`src/rtl/lvl_arb_pkg.sv`:
```
// Package: shared constants for the interrupt level arbiter.
// Assumes levels are numbered from 1 and level 0 means "none".
package lvl_arb_pkg;
    localparam int unsigned NUM_LEVELS = 15;
    localparam int unsigned LVL_W      = $clog2(NUM_LEVELS + 1);
    localparam int unsigned IDX_W      = 8;
    localparam logic [IDX_W-1:0] EXT_TYPE = 8'h10;
endpackage

```
`src/rtl/lvl_pending.sv`:
```
// Module: lvl_pending
// Holds one pending bit per interrupt level. A raise and a drop on the
// same level in one cycle leave the level set.
// Assumes the strobes are synchronous to clk.
module lvl_pending #(
    parameter int unsigned NUM_LEVELS = lvl_arb_pkg::NUM_LEVELS
) (
    input  logic                  clk,
    input  logic                  rst_n,
    input  logic [NUM_LEVELS:1]   set_i,
    input  logic [NUM_LEVELS:1]   clr_i,
    output logic [NUM_LEVELS:1]   pend_nxt_o,
    output logic [NUM_LEVELS:1]   pend_q_o
);
    logic [NUM_LEVELS:1] pend_q;

    // Next pending vector: apply the drop first, then the raise.
    always_comb begin
        pend_nxt_o = (pend_q & ~clr_i) | set_i;
    end

    // Pending register with synchronous reset.
    always_ff @(posedge clk) begin
        if (!rst_n) pend_q <= '0;
        else        pend_q <= pend_nxt_o;
    end

    assign pend_q_o = pend_q;

    // A raised level must be pending after the edge (set wins).
    p_raise_sets_r2: assert property (@(posedge clk) disable iff (!rst_n)
        (set_i != '0) |=> ((pend_q & $past(set_i)) == $past(set_i)));
    // A dropped level that was not raised again must be gone.
    p_drop_clears_r2: assert property (@(posedge clk) disable iff (!rst_n)
        (clr_i != '0) |=> ((pend_q & $past(clr_i & ~set_i)) == '0));
endmodule

```
`src/rtl/lvl_prio.sv`:
```
// Module: lvl_prio
// Priority encoder: reports the highest set level of the vector.
// Assumes bit n of the vector stands for level n, from 1 upward.
module lvl_prio #(
    parameter int unsigned NUM_LEVELS = lvl_arb_pkg::NUM_LEVELS,
    localparam int unsigned LVL_W     = $clog2(NUM_LEVELS + 1)
) (
    input  logic [NUM_LEVELS:1] vec_i,
    output logic                valid_o,
    output logic [LVL_W-1:0]    lvl_o
);
    // Ascending scan: the last hit, and so the highest level, wins.
    always_comb begin
        lvl_o = '0;
        for (int i = 1; i <= int'(NUM_LEVELS); i++) begin
            if (vec_i[i]) lvl_o = LVL_W'(i);
        end
    end

    assign valid_o = |vec_i;

    // Without a level the encoder must report zero.
    always_comb begin
        a_zero_when_empty_r3: assert (valid_o || lvl_o == '0);
    end
endmodule

```
`src/rtl/trap_sel.sv`:
```
// Module: trap_sel
// Owns the trap index, the hard request and the change kick. A load
// from another source wins. Otherwise external codes are loaded only
// over a zero or external index, and withdrawn when nothing is pending.
// Assumes the level fits in the low LVL_W bits of the index.
module trap_sel #(
    parameter int unsigned IDX_W   = lvl_arb_pkg::IDX_W,
    parameter int unsigned LVL_W   = lvl_arb_pkg::LVL_W,
    parameter logic [IDX_W-1:0] EXT_TYPE = lvl_arb_pkg::EXT_TYPE
) (
    input  logic              clk,
    input  logic              rst_n,
    input  logic              any_pend_i,
    input  logic [LVL_W-1:0]  sel_lvl_i,
    input  logic              load_i,
    input  logic [IDX_W-1:0]  load_val_i,
    output logic [IDX_W-1:0]  idx_o,
    output logic              req_o,
    output logic              kick_o
);
    logic [IDX_W-1:0] idx_q, new_code;
    logic             req_q, kick_q, idx_is_ext, may_load;

    // Classify the current index and form the candidate code.
    always_comb begin
        idx_is_ext = (idx_q[IDX_W-1:LVL_W] == EXT_TYPE[IDX_W-1:LVL_W]);
        may_load   = (idx_q == '0) || idx_is_ext;
        new_code   = {EXT_TYPE[IDX_W-1:LVL_W], sel_lvl_i};
    end

    // Index, request and kick registers.
    always_ff @(posedge clk) begin
        if (!rst_n) begin
            idx_q  <= '0;
            req_q  <= 1'b0;
            kick_q <= 1'b0;
        end else if (load_i) begin
            idx_q  <= load_val_i;
            req_q  <= 1'b0;
            kick_q <= 1'b0;
        end else if (any_pend_i && may_load) begin
            idx_q  <= new_code;
            req_q  <= 1'b1;
            kick_q <= (new_code != idx_q);
        end else if (!any_pend_i && idx_is_ext) begin
            idx_q  <= '0;
            req_q  <= 1'b0;
            kick_q <= 1'b0;
        end else begin
            kick_q <= 1'b0;
        end
    end

    assign idx_o  = idx_q;
    assign req_o  = req_q;
    assign kick_o = kick_q;

    // A kick always comes with a changed index.
    p_kick_on_change_r5: assert property (@(posedge clk) disable iff (!rst_n)
        kick_q |-> (idx_q != $past(idx_q)));
    // A raised request only accompanies an external code with a level.
    p_req_external_r5: assert property (@(posedge clk) disable iff (!rst_n)
        req_q |-> (idx_q[IDX_W-1:LVL_W] == EXT_TYPE[IDX_W-1:LVL_W]
                   && idx_q[LVL_W-1:0] != '0));
    // A load wins over arbitration.
    p_load_wins_r7: assert property (@(posedge clk) disable iff (!rst_n)
        load_i |=> (idx_q == $past(load_val_i) && !req_q && !kick_q));
    // A foreign non-zero index is never replaced by arbitration.
    p_foreign_held_r4: assert property (@(posedge clk) disable iff (!rst_n)
        (!load_i && !may_load) |=> $stable(idx_q));
endmodule

```
`src/rtl/irq_level_arbiter.sv`:
```
// Module: irq_level_arbiter (top)
// Collects level raise/drop strobes, selects the highest pending level
// and presents an external-interrupt trap code plus a hard request.
// Assumes all inputs are synchronous to clk; reset is synchronous, low.
module irq_level_arbiter #(
    parameter int unsigned NUM_LEVELS = lvl_arb_pkg::NUM_LEVELS,
    parameter int unsigned IDX_W      = lvl_arb_pkg::IDX_W,
    parameter logic [IDX_W-1:0] EXT_TYPE = lvl_arb_pkg::EXT_TYPE
) (
    input  logic                  clk,
    input  logic                  rst_n,
    input  logic [NUM_LEVELS:1]   lvl_raise,
    input  logic [NUM_LEVELS:1]   lvl_drop,
    input  logic                  trap_load,
    input  logic [IDX_W-1:0]      trap_load_val,
    output logic [IDX_W-1:0]      trap_idx,
    output logic                  hard_req,
    output logic                  hard_kick
);
    localparam int unsigned LVL_W = $clog2(NUM_LEVELS + 1);

    logic [NUM_LEVELS:1] pend_nxt, pend_q;
    logic                sel_valid;
    logic [LVL_W-1:0]    sel_lvl;

    lvl_pending #(.NUM_LEVELS(NUM_LEVELS)) u_pend (
        .clk(clk), .rst_n(rst_n), .set_i(lvl_raise), .clr_i(lvl_drop),
        .pend_nxt_o(pend_nxt), .pend_q_o(pend_q)
    );

    lvl_prio #(.NUM_LEVELS(NUM_LEVELS)) u_prio (
        .vec_i(pend_nxt), .valid_o(sel_valid), .lvl_o(sel_lvl)
    );

    trap_sel #(.IDX_W(IDX_W), .LVL_W(LVL_W), .EXT_TYPE(EXT_TYPE)) u_sel (
        .clk(clk), .rst_n(rst_n), .any_pend_i(sel_valid), .sel_lvl_i(sel_lvl),
        .load_i(trap_load), .load_val_i(trap_load_val),
        .idx_o(trap_idx), .req_o(hard_req), .kick_o(hard_kick)
    );

    // With nothing pending or raised, an external index is withdrawn.
    p_empty_withdraws_r6: assert property (@(posedge clk) disable iff (!rst_n)
        (!trap_load && pend_q == '0 && lvl_raise == '0
         && trap_idx[IDX_W-1:LVL_W] == EXT_TYPE[IDX_W-1:LVL_W])
        |=> (trap_idx == '0 && !hard_req));
    // A zero index with pending levels and no load is replaced at once.
    p_rearb_after_zero_r8: assert property (@(posedge clk) disable iff (!rst_n)
        (!trap_load && trap_idx == '0 && pend_nxt != '0) |=> hard_req);
endmodule

```
`config.mk`:
```
export PLATFORM = sky130hd
export DESIGN_NAME = irq_level_arbiter
export DESIGN_NICKNAME = d
export VERILOG_FILES = /design/src/rtl/lvl_arb_pkg.sv /design/src/rtl/lvl_pending.sv /design/src/rtl/lvl_prio.sv /design/src/rtl/trap_sel.sv /design/src/rtl/irq_level_arbiter.sv
export SDC_FILE = /design/constraint.sdc
export NUM_CORES = 1
export LEC_CHECK = 0
export ABC_AREA = 1
export BUFFER_PORTS_ARGS = -buffer_cell sky130_fd_sc_hd__buf_2
export CORE_AREA = 2 2 41 71
export DETAILED_ROUTE_END_ITERATION = 16
export DIE_AREA = 0 0 43 73
export HOLD_SLACK_MARGIN = 0.12
export PLACE_DENSITY = 0.8
export RECOVER_POWER = 100
export SETUP_SLACK_MARGIN = 0.4
export SYNTH_ARGS = -nofsm -noshare
export SYNTH_HDL_FRONTEND = slang
export SYNTH_SLANG_ARGS = --single-unit
```
`constraint.sdc`:
```
create_clock -name clk -period 2.6 [get_ports clk]
set_input_delay 0.78 -clock clk [delete_from_list [all_inputs] [get_ports clk]]
set_output_delay 0.78 -clock clk [all_outputs]
set_load 0.005 [all_outputs]
```
==> reports/results.tsv <==
stage	metric	value	unit
route	drc violations	0	
place	GP Congestion	0.789	
sta	Hold Vio Cnt, Final	0	
flow_run	max_cap viols	0	
yosys	Netlist cell types	25	
route	routed len/inst	9.69	µm
setup_path	Slowest cell on crit path	inv_1	
sta	Slew Limit Fails	0	
route	DR pass1 iterations	2	
yosys	synthesized area per cell	7.10	µm²
layout	fin cells	253	
sta	Max Clk Rate	0.506	GHz
sta	Worst Tran Pin Value	713	ps
place	HPWL Detailed	1930	µm
sta	Final period util	76.1	%
floorplanning	core area	2630	µm²
place	# placed instances	249	
floorplanning	num rows	25	
setup_path	Critical Path Sink Type	flip-flop	
setup_path	CP Launch Type	input port	
floorplanning	initial core utilization	47.3	%
clocking	CTS root buf	clkbuf_8	
global_route	grt ovf	0	
clocking	clock sinks	25	
layout	diode count	0	
layout	area grow syn2layout	24.5	%
yosys	Syn Nets	216	
global_route	gr busiest metal	met2	
floorplanning	die area	3140	µm²
yosys	Synth Cell Area	1240	µm²
global_route	first-pass GRT wire length	4220	µm
route	First DRT Iteration DRCs	21	
setup_path	worst-path cell chain	buf_2, inv_1, a21oi_1, and2_0, nand2_1, nor3_1, nand3_1, nand2_1, nand3_1, inv_1, nand2_1, a31oi_1	
global_route	GR Util met1	16.2	%
clocking	Clock Path Buffers	2	
yosys	part of the Yosys area used for sequential elements	40.3	%
sta	skew final	0.691	ps
yosys	Cells after Synth	175	
place	port bufs	50	
clocking	Post-CTS Resized	0	
sta	hold_ws	475	ps
global_route	GRT Util Overall	17.1	%
layout	most frequent cells in the layout	nand2_1 (50), buf_2 (44), inv_1 (30)	
clocking	H-tree levels	1	
clocking	TritonCTS Buffers	3	
clocking	CTS tree	built	
route	DR vias/cell	4.80	
yosys	Synth Warn #	0	
clocking	Skew-Pair Late Insertion Delay	270	ps
setup_path	Reg2Reg Setup Slack	910	ps
layout	share of cells above drive strength 1	31.0	%
yosys	Synth Register Bits	25	
clocking	Hold-fix buffers, CTS	0	
floorplanning	Die H	73	µm
sta	relative slew slack	52.4	%
global_route	met2 usage	34.2	%
sta	setup TNS	0	ps
pwr	worst vdd ir	386	µV
global_route	initial antenna violation count	0	
sta	Setup violations, final	0	
status	status	complete, no violations	
clocking	clock transition at the registers of the reported paths	80	ps
setup_path	most used cell along the critical path	nand2_1	
setup_path	Setup CP Type	input port to flip-flop	
layout	most common cell after layout, fill and taps aside	nand2_1	
route	final wirelength	2450	µm
sta	RSZ-0062 raised after global routing	false	
route	antenna viol nets, final	0	
global_route	largest net degree at the start of global routing	24	
floorplanning	# IOs	51	
layout	fillcell total	281	
clocking	post-CTS setup buffers	0	
global_route	vias in the first global route	1133	
route	routed vias	1214	
setup_path	worst-path fanout max	7	
floorplanning	Die X-Extent	43	µm
global_route	GR Util met3	2.23	%
setup_path	Required @ worst endpoint	2790	ps
setup_path	crit path DAT	2170	ps
min_path	worst hold path type	flip-flop to flip-flop	
layout	# nets final	268	
setup_path	slowest stage delay, CP	200	ps
sta	fin crit period	1980	ps
pwr	Power Density	530	nW/µm²
pwr	Lkg Pwr	0.000818	µW
==> synth_stat cells <==
library cell,count,area share (%)
clkinv_2,1,0.40
a21oi_2,10,7.0
clkbuf_1,3,0.91
nor2_4,1,0.91
nor4_1,1,0.50
inv_1,29,8.8
inv_2,1,0.30
and2_1,1,0.50
a31oi_1,3,1.5
nand4_1,1,0.50
a21oi_4,3,3.9
and2_4,2,1.4
xor2_1,1,0.71
nand2_1,50,15
o21ai_0,1,0.40
nor2_2,2,1.0
a21o_1,2,1.2
nor2_1,17,5.1
o21ai_1,2,0.81
nor3_1,1,0.40
dfxtp_1,25,40
nand3_1,5,2.0
nand2_2,4,2.0
a21oi_1,8,3.2
nor4_2,1,1.0
==> layer usage <==
metal	vias to the layer above	wire (µm)
met5	-	0
met4	0	52
met3	5	102
met2	28	1340
met1	545	960
li1	636	-
==> flip-flops by register name (all words and copies together), names as in the netlist <==
signal	count
u_pend.pend_q_o	15
u_sel.idx_o	8
u_sel.kick_o	1
u_sel.req_o	1
==> worst max-delay path, delay by kind of cell <==
kind,cells,cell delay [ps]
AND/OR/NAND/NOR,7,760
buffers and inverters,3,300
AO/OA/AOI/OAI,2,310
==> final cells by class <==
cell class	count	area [µm²]	area share, %
clock buffer	3	41.3	2.67
clock inverter	1	5.00	0.324
inverter	31	118	7.61
multi-input combinational	116	606	39.2
sequential	25	500	32.4
tap	27	33.8	2.18
timing repair buffer	50	243	15.7
==> power by group <==
part | leakage (µW) | switching, µW | internal (µW)
sequential | 0.000208 | 18.2 | 412
combinational | 0.000585 | 90.4 | 71.3
clock | 0.0000255 | 121 | 107
==> per-stage QoR <==
| stage | instance area, µm² | total power (µW) | utilization (%) | setup slack (ps) |
|---|---|---|---|---|
| 2_1_floorplan | 1240 | 541 | - | 635 |
| 3_3_place_gp | 1520 | 602 | 57.7 | 462 |
| 3_5_place_dp | 1520 | 606 | 57.7 | 436 |
| 4_1_cts | 1560 | 832 | 59.4 | 715 |
| 5_1_grt | 1550 | 867 | 58.9 | 296 |
| 6_report | 1550 | 820 | 58.9 | 623 |
==> cell families after synthesis <==
logic type / after synthesis / synth area share (%)
AO/OA/AOI/OAI: 29 / 18.1
buffers and inverters: 34 / 10.4
flip-flops: 25 / 40.3
AND/OR/NAND/NOR: 86 / 30.5
XOR/XNOR: 1 / 0.705
==> final timing paths <==
kind | from | to | cells after the start
max | lvl_drop[5] | u_sel.idx_o[1] | 12
min | u_pend.pend_q_o[1] | u_pend.pend_q_o[1] | 2
max reg2reg | u_pend.pend_q_o[5] | u_sel.idx_o[1] | 10
min reg2reg | u_pend.pend_q_o[1] | u_pend.pend_q_o[1] | 2
No activity file was read; power rests on OpenSTA's default activity.
